[config.mk]
export PLATFORM = sky130hd
export DESIGN_NAME = tlb_test_port
export DESIGN_NICKNAME = d
export VERILOG_FILES = /design/src/rtl/tlb_tp_pkg.sv /design/src/rtl/tlb_tp_way_cmp.sv /design/src/rtl/tlb_tp_sel.sv /design/src/rtl/tlb_test_port.sv
export SDC_FILE = /design/constraint.sdc
export NUM_CORES = 2
export LEC_CHECK = 0
export BUFFER_PORTS_ARGS = -buffer_cell sky130_fd_sc_hd__buf_2
export CORE_MARGIN = 8
export CORE_UTILIZATION = 50
export CTS_BUF_LIST = sky130_fd_sc_hd__clkbuf_4
export CTS_CLUSTER_SIZE = 40
export DETAILED_ROUTE_END_ITERATION = 12
export GPL_TIMING_DRIVEN = 0
export PLACE_DENSITY_LB_ADDON = 0.25
export SLEW_MARGIN = 10
export SYNTH_ARGS = -nofsm -noshare
export SYNTH_HDL_FRONTEND = slang
export SYNTH_SLANG_ARGS = --single-unit
[constraint.sdc]
create_clock -name clk -period 10.1 [get_ports clk]
set_input_delay 0 -clock clk [delete_from_list [all_inputs] [get_ports clk]]
set_output_delay 0 -clock clk [all_outputs]
set_load 0.05 [all_outputs]
[src/rtl/tlb_tp_pkg.sv]
`timescale 1ns/1ps
package tlb_tp_pkg;
    localparam int WAYS  = 4;
    localparam int SETS  = 8;
    localparam int LPN_W = 20;
    localparam int PPN_W = 20;
    localparam int NATTR = 3;
    localparam int IDX_W = $clog2(SETS);
    localparam int TAG_W = LPN_W - IDX_W;
    localparam int WAY_W = $clog2(WAYS);

    typedef struct packed {
        logic [TAG_W-1:0] tag;
        logic             vld;
        logic [NATTR-1:0] attr;
        logic [PPN_W-1:0] ppn;
    } entry_t;

    typedef struct packed {
        logic [PPN_W-1:0] ppn;
        logic             hit;
        logic [WAY_W-1:0] way;
        logic [NATTR-1:0] apos;
        logic [NATTR-1:0] aneg;
        logic             done;
    } port_state_t;
endpackage

[src/rtl/tlb_tp_way_cmp.sv]
`timescale 1ns/1ps
module tlb_tp_way_cmp
    import tlb_tp_pkg::*;
(
    input  entry_t           ent,
    input  logic [TAG_W-1:0] tag,
    input  logic             vld,
    input  logic [NATTR-1:0] apos,
    input  logic [NATTR-1:0] aneg,
    output logic             match
);
    always_comb begin
        match = (ent.tag == tag) && (ent.vld == vld);
        for (int i = 0; i < NATTR; i++) begin
            // (1,0) demands a stored 1, (0,1) demands a stored 0
            if (apos[i] && !aneg[i] && !ent.attr[i]) match = 1'b0;
            if (!apos[i] && aneg[i] && ent.attr[i])  match = 1'b0;
        end
    end
endmodule

[src/rtl/tlb_tp_sel.sv]
`timescale 1ns/1ps
module tlb_tp_sel
    import tlb_tp_pkg::*;
(
    input  logic [WAYS-1:0]  hits,
    output logic             one_hit,
    output logic [WAY_W-1:0] way
);
    logic [WAY_W:0] cnt;

    always_comb begin
        cnt = '0;
        way = '0;
        for (int i = 0; i < WAYS; i++) begin
            if (hits[i]) begin
                cnt = cnt + 1'b1;
                way = WAY_W'(i);
            end
        end
        one_hit = (cnt == 1);
    end
endmodule

[src/rtl/tlb_test_port.sv]
`timescale 1ns/1ps
module tlb_test_port
    import tlb_tp_pkg::*;
(
    input  logic             clk,
    input  logic             rst_n,
    input  logic             flush,
    input  logic             dat_we,
    input  logic [PPN_W-1:0] dat_ppn,
    input  logic             dat_hit,
    input  logic [WAY_W-1:0] dat_way,
    input  logic             cmd_we,
    input  logic             cmd_op,
    input  logic [LPN_W-1:0] cmd_lpn,
    input  logic             cmd_valid,
    input  logic [NATTR-1:0] cmd_apos,
    input  logic [NATTR-1:0] cmd_aneg,
    output logic [PPN_W-1:0] rd_ppn,
    output logic             rd_hit,
    output logic [WAY_W-1:0] rd_way,
    output logic [NATTR-1:0] rd_apos,
    output logic [NATTR-1:0] rd_aneg,
    output logic             done
);
    port_state_t st_d, st_q;
    entry_t      mem_d [WAYS][SETS];
    entry_t      mem_q [WAYS][SETS];

    logic [IDX_W-1:0] idx;
    logic [TAG_W-1:0] tag;
    entry_t           way_ent [WAYS];
    logic [WAYS-1:0]  way_hit;
    logic             one_hit;
    logic [WAY_W-1:0] sel_way;
    entry_t           new_ent;

    assign idx = cmd_lpn[IDX_W-1:0];
    assign tag = cmd_lpn[LPN_W-1:IDX_W];

    for (genvar g = 0; g < WAYS; g++) begin : g_way
        assign way_ent[g] = mem_q[g][idx];
        tlb_tp_way_cmp u_cmp (
            .ent   (way_ent[g]),
            .tag   (tag),
            .vld   (cmd_valid),
            .apos  (cmd_apos),
            .aneg  (cmd_aneg),
            .match (way_hit[g])
        );
    end

    tlb_tp_sel u_sel (
        .hits    (way_hit),
        .one_hit (one_hit),
        .way     (sel_way)
    );

    always_comb begin
        new_ent.tag  = tag;
        new_ent.vld  = cmd_valid;
        new_ent.attr = cmd_apos & ~cmd_aneg;
        new_ent.ppn  = st_q.ppn;
    end

    always_comb begin
        st_d      = st_q;
        mem_d     = mem_q;
        st_d.done = 1'b0;
        if (dat_we) begin
            st_d.ppn = dat_ppn;
            st_d.hit = dat_hit;
            st_d.way = dat_way;
        end
        if (cmd_we) begin
            st_d.done = 1'b1;
            st_d.apos = cmd_apos;
            st_d.aneg = cmd_aneg;
            if (cmd_op) begin
                st_d.hit = one_hit;
                if (one_hit) begin
                    st_d.ppn  = way_ent[sel_way].ppn;
                    st_d.way  = sel_way;
                    st_d.apos = way_ent[sel_way].attr;
                    st_d.aneg = ~way_ent[sel_way].attr;
                end else begin
                    st_d.ppn = '0;
                    st_d.way = '0;
                end
            end else if (st_q.hit) begin
                mem_d[st_q.way][idx] = new_ent;
            end
        end
        if (flush) begin
            for (int w = 0; w < WAYS; w++)
                for (int s = 0; s < SETS; s++)
                    mem_d[w][s].vld = 1'b0;
        end
    end

    always_ff @(posedge clk) begin
        if (!rst_n) begin
            st_q <= '0;
            for (int w = 0; w < WAYS; w++)
                for (int s = 0; s < SETS; s++)
                    mem_q[w][s] <= '0;
        end else begin
            st_q  <= st_d;
            mem_q <= mem_d;
        end
    end

    assign rd_ppn  = st_q.ppn;
    assign rd_hit  = st_q.hit;
    assign rd_way  = st_q.way;
    assign rd_apos = st_q.apos;
    assign rd_aneg = st_q.aneg;
    assign done    = st_q.done;
endmodule

==> summary.txt <==
Critical Path AT = 8.81 ns
detailed placement HPWL = 201 mm
Worst Setup SP = mem_q[677]$_SDFFE_PN0P_
worst-margin pin slew = 1.63 ns
reg2reg start = mem_q[677]$_SDFFE_PN0P_
Most Crowded Layer GR = met2
Post-Route WL = 288 mm
Slowest-stage cell, CP = or4_1
drt initial violations = 10,662
first-pass GRT wire length = 398 mm
postcts setup bufs = 0
area grow syn2layout = 14.7%
area of the multi-input gates = 27,300 um^2
met3 Track Usage GR = 18.5%
total grt overflow = 0
reg-to-reg slack, setup = 2.50 ns
DIE HEIGHT = 355 um
routed via count = 63,000
CTS tree = built
Core Footprint = 114,000 um^2
Fin Setup TNS = 0 ns
worst hold path type = in -> reg
violated checks = max-capacitance violations, max-slew violations
largest net degree at the start of global routing = 17
Top FF cell, synth = dfxtp_1
grt met1 use = 52.7%
CP Cell Sequence = mux4_2 -> mux2i_1 -> o21ai_0 -> or4_1 -> or2_1 -> buf_6 -> inv_1 -> buf_4 -> buf_4 -> ha_1 -> inv_1 -> xnor2_1 -> ha_1 -> nor4_1 -> a311o_1 -> o211ai_1 -> buf_4 -> nand4_1 -> dlygate4sd3_1 -> o311ai_0 -> dlygate4sd3_1
Design Power = 11,300 uW
CTS max path bufs = 4
delay-heaviest family, CP = buffers and inverters
post-CTS sizing = 0
post-synthesis compound-gate area fraction = 18.8%
DIE WIDTH = 355 um
Crit path depth = 21
clk slew on worst S/H paths = 0.07 ns
Syn Area/Cell = 7.77 um^2
Relative slew margins = -8.69%
Startpoint Class = register
die area = 126,000 um^2
Critical Path End Type = register
post-DR vias/cell = 6.45
worst path bufs/invs = 8
PnR worst setup slack = 2.50 ns
Async S/R FF share, synth = 0%
critical path type = reg -> reg
met2 usage = 60.3%
Synth cell types = 82
RePlAce Congestion = 1.06
worst r2r dst = rd_apos[2]$_SDFFE_PN0P_
post-route minimum period = 7.60 ns
most used cell, CP = buf_4
initial antenna violation count = 23
largest family of logic cells by synthesized area = simple AND/OR/NAND/NOR gates
Mapped Area = 57,400 um^2
Layout Nets = 8,054
clk sink count = 1,342
XOR/XNOR Fraction of Synth Area = 0.809%
Starting Density = 50.3%
Port Buffers = 70
Synth Area in Simple Gates = 20.2%
Ys Warns = 0
unrepaired setup endpoints after global routing = no
slowest stage delay, CP = 0.68 ns
mux contribution to synthesized area = 7.65%
worst-path maximum fanout = 10
Slew Viols, Final = 55
Power Dens Cells = 171 nW/um^2
Fmax = 0.132 GHz
Seq. cell area = 26,900 um^2
Gate Count Post-Synth = 7,391
CP required = 11.31 ns
crit path to = rd_apos[2]$_SDFFE_PN0P_
H-tree levels = 5
routed len/inst = 29.5 um
DRC viols = 0
pre-CTS setup slack = 2.93 ns
Max-Cap Viols = 6
Post-Synth Adder-Cell Area = 0.0436%
Hold Violations, Final = 0
number of fill cells = 10,777
post-route clock period utilization = 75.3%
IO Pins = 86
CTS Root Cell = clkbuf_4
Num CTS Buffers = 371
Seq/Total Area, Yosys = 46.8%
vias in the first global route = 57,859
Layout Skew = 0.0959 ns
drt pass-1 iters = 9
peak supply drop = 0.000116 V
FF+latch count, synth = 1,342
share of cells above drive strength 1 = 11.2%
Mapped Nets = 7,449
row count = 124
status = finished with violations
Leak Pwr = 0.0223 uW
worst r2r path cells = 21
GRT Util Overall = 43.2%
clk_lat worst skew = 1.32 ns
# setup viols final = 0
Post-synth EDFFs = 0
Post-DRT Antenna Nets = 0
[registers in the layout, summed over array words and instances (netlist names)]
signal / flops
done: 1
rd_way: 2
mem_q: 1312
rd_apos: 3
rd_ppn: 20
rd_aneg: 3
rd_hit: 1
[worst min-delay path by stage]
stage / start / end / slack, ns / cells past startpoint
5_1_grt: cmd_lpn[0] / mem_q[593]$_SDFFE_PN0P_ / 0.04 / 7
6_report: cmd_lpn[4] / mem_q[968]$_SDFFE_PN0P_ / 0.11 / 5
3_5_place_dp: cmd_aneg[1] / rd_aneg[1]$_SDFFE_PN0P_ / 0.30 / 3
2_1_floorplan: cmd_we / done$_SDFF_PN0_ / 0.13 / 2
4_1_cts: cmd_lpn[4] / mem_q[845]$_SDFFE_PN0P_ / 0.008 / 5
3_3_place_gp: cmd_aneg[1] / rd_aneg[1]$_SDFFE_PN0P_ / 0.28 / 3
[synth_stat cells, types with 21 or more instances]
library cell  number  area, um^2
a21oi_1         1376        6890
a221oi_1          41         359
a22oi_1           51         383
buf_1             60         225
buf_2             32         160
buf_4             38         285
buf_6             21         236
clkbuf_1         591        2220
dfxtp_1         1342       26900
mux2_2            66         743
mux2i_1          212        2120
mux4_2            62        1400
nand2_1         2662        9990
nor2_1           159         597
nor4_1            35         219
o21ai_0           27         135
o221ai_1          38         333
o22a_1            24         210
o22ai_1          244        1530
xnor2_1           38         333
[cell families (layout without fill, tap and decap cells)]
family,Yosys count,after routing
compound gates,1907,1907
xor+xnor,53,53
fa+ha+maj,2,2
buf+inv,761,1610
flops,1342,1342
mux,350,350
other cells,0,13
simple gates,2976,2976
[cell type report]
class / instances / share of cell area [%]
Multi-Input combinational cell: 5288 / 41.4
Inverter: 10 / 0.0570
Antenna cell: 13 / 0.0494
Tap cell: 1512 / 2.87
Clock inverter: 65 / 0.475
Buffer: 751 / 4.95
Clock buffer: 552 / 6.30
Sequential cell: 1342 / 40.8
Timing Repair Buffer: 232 / 3.04
[report_power, final]
group / leakage, uW / switching (uW) / internal [uW] / total [uW]
Sequential: 0.0108 / 8.73 / 5300 / 5310
Clock: 0.00269 / 2430 / 2520 / 4950
Combinational: 0.00876 / 773 / 241 / 1010
[metrics by stage]
stage                     instances  util, %  hold WS, ns  cell area (um^2)
after CTS                      9752     57.7      0.00794             65800
after floorplan                7391        -        0.126             57400
final                          9765     57.7        0.114             65800
after global routing           9757     57.7       0.0419             65800
after detailed placement       8976     52.4        0.300             59700
after global placement         8973     52.3        0.280             59600
[metal layers]
layer	up-vias	part of all wire, %
met5	-	0.045
met4	12	8.7
met3	1483	17
met2	5733	40
met1	29491	35
li1	26281	-
[cells in the final DEF (no fill, tap or decap), types with 41 or more instances in the layout]
master / Yosys / final
o22ai_1: 244 / 244
a221oi_1: 41 / 41
a21oi_1: 1376 / 1376
buf_1: 60 / 53
clkbuf_4: 0 / 552
nand2_1: 2662 / 2662
dfxtp_1: 1342 / 1342
buf_2: 32 / 108
nor2_1: 159 / 157
mux2_2: 66 / 66
mux4_2: 62 / 62
clkinv_1: 0 / 52
clkbuf_1: 591 / 583
dlygate4sd3_1: 0 / 159
a22oi_1: 51 / 51
mux2i_1: 212 / 212
[worst min-delay path, delay by kind of cell]
family | cells | cell delay [ns]
simple gates | 1 | 0.14
buf+inv | 3 | 1.19
compound gates | 1 | 0.07
[what timing repair did]
item	4_1_cts	5_1_grt
hold buffers	159	0
hold endpoints to repair	931	0
endpoints found under the setup margin	0	0
No activity file was read; power rests on OpenSTA's default activity.
